File: config.mk
export PLATFORM = sky130hd
export DESIGN_NAME = rh_port_status
export DESIGN_NICKNAME = d
export VERILOG_FILES = /design/src/rtl/rh_port_pkg.sv /design/src/rtl/rh_tick_timer.sv /design/src/rtl/rh_resume_seq.sv /design/src/rtl/rh_port_core.sv /design/src/rtl/rh_port_status.sv
export SDC_FILE = /design/constraint.sdc
export NUM_CORES = 1
export LEC_CHECK = 0
export ABC_CLOCK_PERIOD_IN_PS = 2200
export BUFFER_PORTS_ARGS = -buffer_cell sky130_fd_sc_hd__buf_4
export CAP_MARGIN = 15
export CORE_ASPECT_RATIO = 0.7
export CORE_UTILIZATION = 49
export CTS_BUF_LIST = sky130_fd_sc_hd__clkbuf_4 sky130_fd_sc_hd__clkbuf_8
export CTS_CLUSTER_SIZE = 8
export DETAILED_ROUTE_END_ITERATION = 12
export GPL_ROUTABILITY_DRIVEN = 0
export PLACE_DENSITY = 0.83
export SLEW_MARGIN = 15
export SYNTH_ARGS = -nofsm -noshare
export SYNTH_HDL_FRONTEND = slang
export SYNTH_SLANG_ARGS = --single-unit
File: constraint.sdc
create_clock -name clk -period 2.2 [get_ports clk]
set_input_delay 0.44 -clock clk [delete_from_list [all_inputs] [get_ports clk]]
set_output_delay 0.44 -clock clk [all_outputs]
set_load 0.005 [all_outputs]
File: src/rtl/rh_port_pkg.sv
// Shared field positions and sequencer states for the root-hub port register.
// Assumes a 32-bit register word per port.
package rh_port_pkg;
    localparam int BIT_CONN   = 0;
    localparam int BIT_EN     = 1;
    localparam int BIT_SUSP   = 2;
    localparam int BIT_OCI    = 3;
    localparam int BIT_RST    = 4;
    localparam int BIT_PWR    = 8;
    localparam int BIT_LS     = 9;
    localparam int CHG_LO     = 16;
    localparam int CHG_HI     = 20;
    localparam int CHG_W      = CHG_HI - CHG_LO + 1;
    // change flag index inside the flag vector
    localparam int C_CONN = 0;
    localparam int C_EN   = 1;
    localparam int C_SUSP = 2;
    localparam int C_OC   = 3;
    localparam int C_RST  = 4;

    typedef enum logic [1:0] {
        RS_IDLE   = 2'd0,
        RS_DRIVE  = 2'd1,
        RS_EOP    = 2'd2,
        RS_RESYNC = 2'd3
    } res_state_t;
endpackage

File: src/rtl/rh_tick_timer.sv
// Counts LIMIT millisecond ticks after a start pulse; done pulses
// combinationally on the final tick. Assumes start and tick never coincide.
module rh_tick_timer #(
    parameter int LIMIT = 10
) (
    input  logic clk,
    input  logic rst_n,
    input  logic start_i,
    input  logic abort_i,
    input  logic tick_i,
    output logic busy_o,
    output logic done_o
);
    localparam int CW = $clog2(LIMIT + 1);

    logic [CW-1:0] cnt;

    assign done_o = busy_o & tick_i & ~abort_i & (cnt == CW'(LIMIT - 1));

    // Track the running state and tick count.
    always_ff @(posedge clk) begin
        if (!rst_n) begin
            busy_o <= 1'b0;
            cnt    <= '0;
        end else if (abort_i) begin
            busy_o <= 1'b0;
        end else if (start_i) begin
            busy_o <= 1'b1;
            cnt    <= '0;
        end else if (done_o) begin
            busy_o <= 1'b0;
        end else if (busy_o && tick_i) begin
            cnt <= cnt + CW'(1);
        end
    end

    a_r6_start_from_zero: assert property (@(posedge clk) disable iff (!rst_n)
        $rose(busy_o) |-> (cnt == '0));
    a_r6_done_ends_run: assert property (@(posedge clk) disable iff (!rst_n)
        done_o |=> !busy_o);
endmodule

File: src/rtl/rh_resume_seq.sv
// Resume sequencer: drive for DRIVE_TICKS, one end-of-packet clock, then a
// resync wait of SYNC_TICKS. Assumes no tick during the end-of-packet clock.
module rh_resume_seq #(
    parameter int DRIVE_TICKS = 20,
    parameter int SYNC_TICKS  = 3
) (
    input  logic clk,
    input  logic rst_n,
    input  logic start_i,
    input  logic abort_i,
    input  logic tick_i,
    output logic busy_o,
    output logic drv_o,
    output logic eop_o,
    output logic done_o
);
    import rh_port_pkg::*;

    res_state_t state;
    logic       drv_busy, drv_done, sync_busy, sync_done;
    logic       drv_start, sync_start;

    assign drv_start  = start_i & (state == RS_IDLE) & ~abort_i;
    assign sync_start = (state == RS_EOP) & ~abort_i;

    rh_tick_timer #(.LIMIT(DRIVE_TICKS)) u_drive (
        .clk(clk), .rst_n(rst_n), .start_i(drv_start), .abort_i(abort_i),
        .tick_i(tick_i), .busy_o(drv_busy), .done_o(drv_done));

    rh_tick_timer #(.LIMIT(SYNC_TICKS)) u_sync (
        .clk(clk), .rst_n(rst_n), .start_i(sync_start), .abort_i(abort_i),
        .tick_i(tick_i), .busy_o(sync_busy), .done_o(sync_done));

    assign busy_o = (state != RS_IDLE);
    assign drv_o  = (state == RS_DRIVE);
    assign eop_o  = (state == RS_EOP);
    assign done_o = (state == RS_RESYNC) & sync_done;

    // Step through the resume phases.
    always_ff @(posedge clk) begin
        if (!rst_n || abort_i) begin
            state <= RS_IDLE;
        end else begin
            case (state)
                RS_IDLE:   if (start_i)   state <= RS_DRIVE;
                RS_DRIVE:  if (drv_done)  state <= RS_EOP;
                RS_EOP:                   state <= RS_RESYNC;
                RS_RESYNC: if (sync_done) state <= RS_IDLE;
                default:                  state <= RS_IDLE;
            endcase
        end
    end

    a_r7_eop_single: assert property (@(posedge clk) disable iff (!rst_n)
        eop_o |=> !eop_o);
    a_r7_drive_timer: assert property (@(posedge clk) disable iff (!rst_n)
        drv_o == drv_busy);
    a_r7_sync_timer: assert property (@(posedge clk) disable iff (!rst_n)
        (state == RS_RESYNC) == sync_busy);
endmodule

File: src/rtl/rh_port_core.sv
// One port's status/control word: live state, sticky change flags with
// write-1-to-clear, reset timer and resume sequencer. Inputs are synchronous.
module rh_port_core #(
    parameter int RESET_TICKS  = 10,
    parameter int RESUME_TICKS = 20,
    parameter int RESYNC_TICKS = 3,
    parameter bit PER_PORT_OC  = 1'b1
) (
    input  logic        clk,
    input  logic        rst_n,
    input  logic        tick_i,
    input  logic        wr_en_i,
    input  logic [31:0] wr_data_i,
    input  logic        attach_i,
    input  logic        lowspeed_i,
    input  logic        ovc_i,
    output logic [31:0] rd_data_o,
    output logic        rst_drv_o,
    output logic        res_drv_o,
    output logic        res_eop_o
);
    import rh_port_pkg::*;

    logic              conn, en, susp, oci, pwr, ls;
    logic [CHG_W-1:0]  flg;
    logic              en_n, susp_n, pwr_n;
    logic [CHG_W-1:0]  flg_n;
    logic [31:0]       w;
    logic              rst, rst_start, rst_done;
    logic              res_busy, res_start, res_abort, res_done;
    logic              disc, oc_rise, oc_chg;
    logic              unused_bits;

    assign w           = wr_en_i ? wr_data_i : 32'd0;
    assign unused_bits = ^{w[31:21], w[15:10], w[7:5]};
    assign disc        = conn & ~attach_i;
    assign oc_rise     = PER_PORT_OC & ovc_i & ~oci;
    assign oc_chg      = PER_PORT_OC & (ovc_i ^ oci);
    assign rst_start   = w[BIT_RST] & conn & pwr & ~rst;
    assign res_start   = w[BIT_OCI] & susp & ~res_busy & ~rst;
    assign res_abort   = rst_start | disc | w[BIT_CONN] | w[BIT_LS];

    rh_tick_timer #(.LIMIT(RESET_TICKS)) u_rst_timer (
        .clk(clk), .rst_n(rst_n), .start_i(rst_start), .abort_i(1'b0),
        .tick_i(tick_i), .busy_o(rst), .done_o(rst_done));

    rh_resume_seq #(.DRIVE_TICKS(RESUME_TICKS), .SYNC_TICKS(RESYNC_TICKS)) u_resume (
        .clk(clk), .rst_n(rst_n), .start_i(res_start), .abort_i(res_abort),
        .tick_i(tick_i), .busy_o(res_busy), .drv_o(res_drv_o),
        .eop_o(res_eop_o), .done_o(res_done));

    // Next-state of control bits and change flags; hardware sets go last.
    always_comb begin
        en_n   = en;
        susp_n = susp;
        pwr_n  = pwr;
        flg_n  = flg & ~w[CHG_HI:CHG_LO];
        if (w[BIT_PWR])                            pwr_n = 1'b1;
        if (w[BIT_EN] && conn)                     en_n = 1'b1;
        if (w[BIT_SUSP] && en && !rst && !res_busy) susp_n = 1'b1;
        if (w[BIT_CONN]) begin
            en_n   = 1'b0;
            susp_n = 1'b0;
        end
        if (w[BIT_LS]) begin
            pwr_n  = 1'b0;
            en_n   = 1'b0;
            susp_n = 1'b0;
        end
        if (rst_start) susp_n = 1'b0;
        if (res_done) begin
            susp_n       = 1'b0;
            flg_n[C_SUSP] = 1'b1;
        end
        if (rst_done) begin
            en_n          = conn;
            susp_n        = 1'b0;
            flg_n[C_RST]  = 1'b1;
            flg_n[C_SUSP] = 1'b0;
        end
        if (attach_i != conn) flg_n[C_CONN] = 1'b1;
        if (oc_chg)           flg_n[C_OC]   = 1'b1;
        if (disc) susp_n = 1'b0;
        if (disc || oc_rise) begin
            if (en) flg_n[C_EN] = 1'b1;
            en_n = 1'b0;
        end
    end

    // Register live status and the change flags.
    always_ff @(posedge clk) begin
        if (!rst_n) begin
            conn <= 1'b0;
            en   <= 1'b0;
            susp <= 1'b0;
            oci  <= 1'b0;
            pwr  <= 1'b0;
            ls   <= 1'b0;
            flg  <= '0;
        end else begin
            conn <= attach_i;
            ls   <= attach_i & lowspeed_i;
            oci  <= PER_PORT_OC & ovc_i;
            en   <= en_n;
            susp <= susp_n;
            pwr  <= pwr_n;
            flg  <= flg_n;
        end
    end

    // Assemble the read word; unlisted bits stay zero.
    always_comb begin
        rd_data_o                  = 32'd0;
        rd_data_o[BIT_CONN]        = conn;
        rd_data_o[BIT_EN]          = en;
        rd_data_o[BIT_SUSP]        = susp;
        rd_data_o[BIT_OCI]         = oci;
        rd_data_o[BIT_RST]         = rst;
        rd_data_o[BIT_PWR]         = pwr;
        rd_data_o[BIT_LS]          = ls;
        rd_data_o[CHG_HI:CHG_LO]   = flg;
    end

    assign rst_drv_o = rst;

    a_r9_pesc_hw_only: assert property (@(posedge clk) disable iff (!rst_n)
        $rose(flg[C_EN]) |-> $fell(en));
    a_r8_prsc_clears_pssc: assert property (@(posedge clk) disable iff (!rst_n)
        $rose(flg[C_RST]) |-> !flg[C_SUSP]);
    a_r6_reset_end_flag: assert property (@(posedge clk) disable iff (!rst_n)
        $fell(rst) |-> flg[C_RST]);
    a_r7_resume_end: assert property (@(posedge clk) disable iff (!rst_n)
        $rose(flg[C_SUSP]) |-> $fell(susp));
    a_r11_no_oc: assert property (@(posedge clk) disable iff (!rst_n)
        !PER_PORT_OC |-> (!oci && !flg[C_OC]));
endmodule

File: src/rtl/rh_port_status.sv
// Top: replicates the per-port status register for NPORT downstream ports.
// Assumes all event inputs are already synchronous to clk.
module rh_port_status #(
    parameter int NPORT        = 2,
    parameter int RESET_TICKS  = 10,
    parameter int RESUME_TICKS = 20,
    parameter int RESYNC_TICKS = 3,
    parameter bit PER_PORT_OC  = 1'b1
) (
    input  logic                clk,
    input  logic                rst_n,
    input  logic                ms_tick,
    input  logic [NPORT-1:0]    wr_en,
    input  logic [NPORT*32-1:0] wr_data,
    output logic [NPORT*32-1:0] rd_data,
    input  logic [NPORT-1:0]    attach_i,
    input  logic [NPORT-1:0]    lowspeed_i,
    input  logic [NPORT-1:0]    ovc_i,
    output logic [NPORT-1:0]    port_rst_o,
    output logic [NPORT-1:0]    resume_drv_o,
    output logic [NPORT-1:0]    resume_eop_o
);
    // One independent register per port.
    for (genvar p = 0; p < NPORT; p++) begin : g_port
        rh_port_core #(
            .RESET_TICKS(RESET_TICKS), .RESUME_TICKS(RESUME_TICKS),
            .RESYNC_TICKS(RESYNC_TICKS), .PER_PORT_OC(PER_PORT_OC)
        ) u_core (
            .clk(clk), .rst_n(rst_n), .tick_i(ms_tick),
            .wr_en_i(wr_en[p]), .wr_data_i(wr_data[p*32 +: 32]),
            .attach_i(attach_i[p]), .lowspeed_i(lowspeed_i[p]), .ovc_i(ovc_i[p]),
            .rd_data_o(rd_data[p*32 +: 32]), .rst_drv_o(port_rst_o[p]),
            .res_drv_o(resume_drv_o[p]), .res_eop_o(resume_eop_o[p]));
    end
endmodule

=== Word level (Yosys, flattened, before mapping) ===
Index checks and enable logic that the tools add are counted.

* Register bits after elaboration: 54
* Input bits: 75
* Output and inout bits: 70
* Logic and storage cells: 240

* $add $sub $neg: 6
* Equality and inequality tests: 24
* Multiplexer cells: 54
* Bitwise logic cells: 67
* Reduce and logical (&&, ||, !) cells: 59

{| class="wikitable"
|+ Operators by type and width
! operator !! number
|-
| $and A1 B1 Y1 || 42
|-
| $mux W21 || 2
|-
| $mux W1 || 32
|-
| $mux W5 || 6
|-
| $mux W2 || 12
|-
| $reduce_bool A2 Y1 || 12
|-
| $reduce_or A2 Y1 || 10
|-
| $reduce_and A3 Y1 || 6
|-
| $pmux W2 S4 || 2
|-
| $logic_and A1 B1 Y1 || 14
|-
| $reduce_or A7 Y1 || 2
|-
| $not A1 Y1 || 13
|-
| $eq A2 B2 Y1 const B || 6
|-
| $ne A2 B2 Y1 const B || 6
|-
| $add A5 B1 Y5 const B || 2
|-
| $and A5 B5 Y5 || 2
|-
| $eq A5 B5 Y1 const B || 2
|-
| $not A5 Y5 || 2
|-
| $add A4 B1 Y4 const B || 2
|-
| $eq A4 B4 Y1 const B || 2
|-
| $ne A2 B1 Y1 const B || 4
|-
| $reduce_bool A4 Y1 || 2
|-
| $or A1 B1 Y1 || 6
|-
| $logic_not A1 Y1 || 5
|-
| other kinds (7) || 16
|}

=== Depth between registers and ports, before layout ===
Gate-level depths: netlist of the first run.

* Depth after elaboration: 12
* Mapped depth: 7
* Gate-level depth less buffers: 7

=== Cells and area by module ===
A second synthesis of the first run with hierarchy kept.

* Cells, all modules: 418
* Area, all modules: 3463.3 um2

{| class="wikitable"
|+ By module, submodules not included
! module !! instances !! cells an instance !! area an instance (um2) !! seq. area each (um2)
|-
| rh_port_core || 2 || 84 || 695.7 || 220.2
|-
| rh_tick_timer at g_port[0].u_core.u_resume.u_drive ... || 2 || 44 || 370.4 || 120.1
|-
| rh_tick_timer at g_port[0].u_core.u_rst_timer ... || 2 || 38 || 309.0 || 100.1
|-
| rh_resume_seq || 2 || 24 || 196.4 || 40.0
|-
| rh_tick_timer at g_port[0].u_core.u_resume.u_sync ... || 2 || 19 || 160.2 || 60.1
|}

=== Least setup slack after synthesis of the first run ===
No wires, ideal clock.

* Path type: input to register
* From: input attach_i[1]
* To: register g_port[1].u_core.u_resume.state[0]
* Setup time: 0.070 ns
* Arrival time: 1.794 ns
* Data required time: 2.130 ns
* Setup slack: 0.336 ns
* Stages on the path: 7
* Path buffers: 0
* Cell sequence: inv_1 -> ha_1 -> and4b_1 -> o211ai_1 -> a22o_1 -> or3_1 -> a21oi_1

* Cells in the longest elaborated chain, start to end: 10
* Elaborated cells between the ends (all ways): 14
* Those cells by class: 2 x eq/ne; 10 x bitwise; 2 x reduce/logical

{| class="wikitable"
|+ RTL lines
! what !! line !! text
|-
| from (decl) || rh_port_status.sv:16 || <nowiki>input logic [NPORT-1:0] attach_i,</nowiki>
|-
| $not A1 Y1 (*) || rh_port_core.sv:36 || <nowiki>assign disc = conn & ~attach_i;</nowiki>
|-
| $and A1 B1 Y1 (*) || rh_port_core.sv:36 ||
|-
| $or A1 B1 Y1 (*) (3 in a row) || rh_port_core.sv:41 || <nowiki>assign res_abort = rst_start | disc | w[BIT_CONN] | w[BIT_LS];</nowiki>
|-
| $not A1 Y1 (no line) || n/a ||
|-
| $and A1 B1 Y1 (2 in a row) || rh_tick_timer.sv:18 || <nowiki>assign done_o = busy_o & tick_i & ~abort_i & (cnt == CW'(LIMIT - 1));</nowiki>
|-
| $ne A2 B2 Y1 (no line) || n/a ||
|-
| $reduce_and A3 Y1 (no line) || n/a ||
|-
| to (signal assigned) || rh_resume_seq.sv:42 || <nowiki>state <= RS_IDLE;</nowiki>
|-
| to (signal assigned) || rh_resume_seq.sv:45 || <nowiki>RS_IDLE: if (start_i) state <= RS_DRIVE;</nowiki>
|-
| to (signal assigned) || rh_resume_seq.sv:46 || <nowiki>RS_DRIVE: if (drv_done) state <= RS_EOP;</nowiki>
|-
| to (decl) || rh_resume_seq.sv:19 || <nowiki>res_state_t state;</nowiki>
|}

Mark *: on every way between the ends. The rest lies on a longest branch, timed or not.
A chain may end at the register's enable or synchronous reset.

=== Worst setup path in the final report of the first run ===
* From: register g_port[1].u_core.conn
* To: register g_port[1].u_core.u_resume.state[0]

* Cells in the longest elaborated chain, start to end: 11
* Elaborated cells between the ends (all ways): 16
* Those cells by class: 2 x eq/ne; 12 x bitwise; 2 x reduce/logical

{| class="wikitable"
|+ RTL lines
! what !! line !! text
|-
| from (decl) || rh_port_core.sv:24 || <nowiki>logic conn, en, susp, oci, pwr, ls;</nowiki>
|-
| from (signal assigned) || rh_port_core.sv:101 || <nowiki>conn <= attach_i;</nowiki>
|-
| $and A1 B1 Y1 (3 in a row) || rh_port_core.sv:39 || <nowiki>assign rst_start = w[BIT_RST] & conn & pwr & ~rst;</nowiki>
|-
| $or A1 B1 Y1 (*) (3 in a row) || rh_port_core.sv:41 ||
|-
| $not A1 Y1 (no line) || n/a ||
|-
| $and A1 B1 Y1 (2 in a row) || rh_tick_timer.sv:18 ||
|-
| $ne A2 B2 Y1 (no line) || n/a ||
|-
| $reduce_and A3 Y1 (no line) || n/a ||
|}

Marks and branches as above.

==> impl_metrics.toml, run 1 <==
[worst_setup_path]
critical_path.top_delay_family = "simple AND/OR/NAND/NOR gates"
cp_cell_sequence = "ha_1 -> and4b_1 -> o211ai_1 -> a22o_1 -> or3_1 -> a21oi_1"
worstPathMaxFanout = 5
crit_buf_inv = 0
required_ps = 2440
endpoint_kind = "flip-flop"
max_stage_delay_ps = 380
slowest_stage = "dfxtp_1"
rrSetupSlack_ps = 290
criticalPathCategory = "reg2reg"
start_kind = "flip-flop"
cp.arrival_ps = 2150

[power_and_ir_drop]
powerDensity_nw_per_um2 = 507
switching_share_pct = 24.1
internal_power_mw = 1.36
pwr-share-comb_pct = 11.4
power_frac_seq_pct = 56.0
leakagePower_nw = 1.63
peakVddDrop_v = 0.000339
clkPwrFrac_pct = 32.6
p_switching_uw = 433

[drt]
routed_wl_um = 6320
ant_nets = 0
drt-initial-drc-count = 118
drt_pass1_iterations = 8
viasPerCell = 5.00
via_count = 2477
route.detailed.drc = 12
wl_per_cell_um = 12.8

[global_route]
grt_start_max_net_pins = 30
track_usage_pct = 19.3
grt_pass1_wl_um = 10200
grt-ovfl-total = 0
grt_pass1_vias = 2187
antenna_found_initial = 0

[yosys]
synthesis.area_um2 = 3140
synth-main-ff-cell = "dfxtp_1"
postSynthAreaPerCell_um2 = 8.56
async_flop_share_pct = 0
ys_warn_count = 0
synth_cell_type_count = 51
yosys_register_bits = 54
synth_edf_count = 0
synth_seq_area_share_pct = 34.4
syn_inst = 367

[floorplan]
dieArea_um2 = 6740
core_area_um2 = 5960
start_util_pct = 52.7
die_y_um = 69.0
die_w_um = 97.7
top_level_ports = 145
rows = 23

[timing]
final.setup.tns_ps = 0
rsz0062_at_grt = "no"
finalMaxSlewViolations = 0
fmax_mhz = 522
hold_viol_final = 0
setup_viol = 0
finalCritPeriodShare_pct = 87.0
period_needed_ps = 1910
timing.hold.ws_ps = 349
worst_slack_ps = 286
skew_ps = 5.86

[finish]
antenna_cells = 0
fin_nets = 514
area_growth_pct = 12.5
final_cells = 495
finish.instance_area_um2 = 3530
drive_gt1_share_pct = 21.4

[run]
maxCapViolCount = 0

[cts]
clock-sinks = 54
numCtsBuffers = 5
cts.path.max_buffers = 2
postCtsSetupBuffers = 0
cts_tree = "yes"
cts_max_level = 2
cts_root_buf = "clkbuf_8"
clk_pin_slew_ps = 90
cts_resized = 0
clk_latency_ps = 300
hold_buffers = 0

[placed_design]
post-place-ws_ps = 128
numPortBuffers = 64
hpwl_um = 5030
post_dp_cell_area_um2 = 3440
dp_cells = 487

[run_status]
violations = "DRC"
outcome = "complete, but fails checks"

[min_path]
hold_class = "in2reg"
area by class of cell:
| type | instances | area [µm²] |
|---|---|---|
| clock buffer | 7 | 90.1 |
| clock inverter | 1 | 5.00 |
| fill | 538 | 2420 |
| inverter | 15 | 56.3 |
| multi-input combinational | 271 | 1670 |
| sequential | 54 | 1080 |
| tap | 75 | 93.8 |
| timing repair buffer | 72 | 541 |
power by group through the flow:
stage               Sequential (mW)  Clock [mW]  Combinational, mW
floorplan                      1.02           0              0.162
global placement               1.03           0              0.199
detailed placement             1.03           0              0.204
CTS                            1.00       0.602              0.204
global route                   1.01       0.641              0.229
finish                         1.00       0.585              0.204
worst paths after layout:
| path | startpoint | to | cells past startpoint |
|---|---|---|---|
| min | attach_i[1] | g_port[1].u_core.conn | 2 |
| max reg2reg | g_port[1].u_core.conn | g_port[1].u_core.u_resume.state[0] | 6 |
| min reg2reg | g_port[1].u_core.flg[2] | g_port[1].u_core.flg[2] | 2 |
| max | g_port[1].u_core.conn | g_port[1].u_core.u_resume.state[0] | 6 |
layer usage:
metal  global-route usage (%)  vias to the layer above  part of all wire (%)
li1                         -                     1250                     -
met1                     25.4                     1145                    50
met5                        0                        -                     0
met4                     5.11                        0                  0.54
met3                     3.63                        2                   5.6
met2                     33.0                       80                    44
layout by cell type (no fill, tap or decap), types with 6 or more instances in the layout:
cell type / instances
mux2i_1: 6
a21boi_0: 11
xor2_1: 7
dfxtp_1: 54
nand3_1: 12
clkbuf_8: 6
nor2_1: 31
conb_1: 40
o21ai_0: 14
a21oi_1: 16
buf_4: 72
ha_1: 20
nand2_1: 45
inv_1: 15
and3_1: 6
nand4_1: 6
metrics by stage:
| stage | utilization [%] | power (mW) |
|---|---|---|
| floorplan | - | 1.19 |
| global route | 59.3 | 1.88 |
| CTS | 59.3 | 1.81 |
| global placement | 57.7 | 1.22 |
| detailed placement | 57.7 | 1.23 |
| finish | 59.3 | 1.79 |
synthesized netlist by cell type, types with 6 or more instances:
cell	number	area, µm²
o21ai_0	14	70.1
a21boi_0	11	82.6
mux2i_1	6	60.1
ha_1	20	250
dfxtp_1	54	1080
nand3_1	12	60.1
nor2_1	31	116
inv_1	15	56.3
and3_1	6	37.5
nand4_1	6	37.5
a21oi_1	16	80.1
xor2_1	7	61.3
nand2_1	45	169
buf_4	60	450
flip-flops by register name (all words and copies together) (netlist names):
register                               count
g_port.u_core.u_resume.u_sync.busy_o       2
g_port.u_core.pwr                          2
g_port.u_core.u_resume.u_drive.busy_o      2
g_port.u_core.susp                         2
g_port.u_core.oci                          2
g_port.u_core.u_resume.state               4
g_port.u_core.u_resume.u_sync.cnt          4
g_port.u_core.ls                           2
g_port.u_core.u_rst_timer.busy_o           2
g_port.u_core.u_resume.u_drive.cnt        10
g_port.u_core.flg                         10
g_port.u_core.en                           2
g_port.u_core.u_rst_timer.cnt              8
g_port.u_core.conn                         2
logic make-up (layout without fill, tap and decap cells):
group | count (synthesis) | count (layout) | synth area share, %
compound gates | 60 | 60 | 13.7
xor+xnor | 11 | 11 | 3.07
fa+ha+maj | 20 | 20 | 7.97
buf+inv | 81 | 95 | 17.1
flops | 54 | 54 | 34.4
mux | 6 | 6 | 1.91
other cells | 1 | 40 | 0.119
simple gates | 134 | 134 | 21.6
No activity file was read; power rests on OpenSTA's default activity.
==> inputs of run 2 (changes only) <==
- BUFFER_PORTS_ARGS: -buffer_cell sky130_fd_sc_hd__buf_4 -> -buffer_cell sky130_fd_sc_hd__buf_2
==> impl_metrics.toml, run 2 (same netlist as run 1, synthesis figures left out) <==
[run_status]
outcome = "complete, but fails checks"
violations = "DRC"

[worst_setup_path]
cp_cell_sequence = "ha_1 -> and4b_1 -> o211ai_1 -> a22o_1 -> or3_1 -> a21oi_1"
r2r-end = "g_port[1].u_core.u_resume.state[0]"
rrSetupSlack_ps = 320
start_kind = "flip-flop"
endpoint_kind = "flip-flop"
r2r_start = "g_port[1].u_core.conn"
crit_buf_inv = 0
reg2regPathDepth = 6
required_ps = 2440
criticalPathCategory = "reg2reg"
cp.arrival_ps = 2120
worstPathMaxFanout = 5
slowest_stage = "dfxtp_1"
max_stage_delay_ps = 370
critical_path.top_delay_family = "simple AND/OR/NAND/NOR gates"

[global_route]
grt_pass1_wl_um = 10200
antenna_found_initial = 0
grt_pass1_vias = 2224
grt-ovfl-total = 0
track_usage_pct = 19.7
grt_start_max_net_pins = 19

[cts]
cts.path.max_buffers = 2
clk_latency_ps = 300
cts_root_buf = "clkbuf_8"
clock-sinks = 54
cts_resized = 0
cts_max_level = 2
clk_pin_slew_ps = 90
cts_tree = "yes"
postCtsSetupBuffers = 0
numCtsBuffers = 5
hold_buffers = 0

[finish]
final_cell_mix = "64 x buf_2, 54 x dfxtp_1, 45 x nand2_1"
area_growth_pct = 7.77
fin_nets = 517
drive_gt1_share_pct = 21.6
largestRegisters = "g_port.u_core.flg (10), g_port.u_core.u_resume.u_drive.cnt (10), g_port.u_core.u_rst_timer.cnt (8)"
antenna_cells = 0
finish.utilization_pct = 56.8
final_common_cell = "buf_2"

[timing]
finalCritPeriodShare_pct = 85.5
setup_viol = 0
finalMaxSlewViolations = 0
final.setup.tns_ps = 0
period_needed_ps = 1880
skew_ps = 3.65
worst_slew_pin_slew_ps = 502
rsz0062_at_grt = "no"
hold_viol_final = 0
fmax_mhz = 532
max_slew_margin_pct = 66.1

[floorplan]
die_w_um = 97.7
rows = 23
start_util_pct = 52.7
core_area_um2 = 5960
dieArea_um2 = 6740
die_y_um = 69.0
top_level_ports = 145

[drt]
routed_wl_um = 6320
drt_pass1_iterations = 9
viasPerCell = 5.06
route.detailed.drc = 12
ant_nets = 0
drt-initial-drc-count = 185
via_count = 2508
wl_per_cell_um = 12.7

[power_and_ir_drop]
powerDensity_nw_per_um2 = 515
peakVddDrop_v = 0.000247
leakagePower_nw = 1.60

[run]
maxCapViolCount = 0

[min_path]
hold_class = "in2reg"
min_path_cells = 2
hold_start = "ovc_i[0]"
hold-path-endpoint = "g_port[0].u_core.oci"

[placed_design]
hpwl_um = 5000
numPortBuffers = 64
-- run 2: per-layer routing --
layer	global-route usage, %	routed length (µm)	part of all wire (%)
met2	31.8	2730	43
met4	7.01	76	1.2
met5	0	0	0
met1	26.1	3040	48
met3	4.84	478	7.6
-- run 2: worst max path at each step --
stage | start | depth (start not counted) | slack [ps] | end
after floorplan | attach_i[1] | 7 | 340 | g_port[1].u_core.u_resume.state[0]
after global placement | attach_i[1] | 8 | 150 | g_port[1].u_core.u_resume.state[0]
after detailed placement | attach_i[1] | 8 | 110 | g_port[1].u_core.u_resume.state[0]
after CTS | g_port[1].u_core.conn | 6 | 320 | g_port[1].u_core.u_resume.state[0]
after global routing | g_port[0].u_core.u_resume.u_drive.cnt[0] | 5 | 170 | g_port[0].u_core.u_resume.state[1]
final | g_port[1].u_core.conn | 6 | 320 | g_port[1].u_core.u_resume.state[0]
-- run 2: stage by stage --
| step | worst slack, ps | hold slack [ps] | cells | area [µm²] | total power, mW |
|---|---|---|---|---|---|
| after floorplan | 336 | 434 | 406 | 3290 | 1.19 |
| after global placement | 150 | 441 | 490 | 3300 | 1.20 |
| after detailed placement | 111 | 453 | 490 | 3300 | 1.21 |
| after CTS | 323 | 357 | 496 | 3380 | 1.76 |
| after global routing | 166 | 358 | 496 | 3380 | 1.83 |
| final | 319 | 361 | 496 | 3380 | 1.74 |
-- run 2: cell type report --
cell class                      count  area, µm²
Fill cell                         528       2570
Multi-Input combinational cell    271       1670
Sequential cell                    54       1080
Timing Repair Buffer               75        403
Tap cell                           75       93.8
Clock buffer                        6       82.6
Inverter                           15       56.3
-- run 2: where the power goes --
part	total (mW)	switching (mW)	internal (mW)	leakage, nW
sequential	1.00	0.0107	0.992	0.438
clock	0.556	0.312	0.244	0.0431
combinational	0.183	0.104	0.0796	1.12
total	1.74	0.427	1.32	1.60
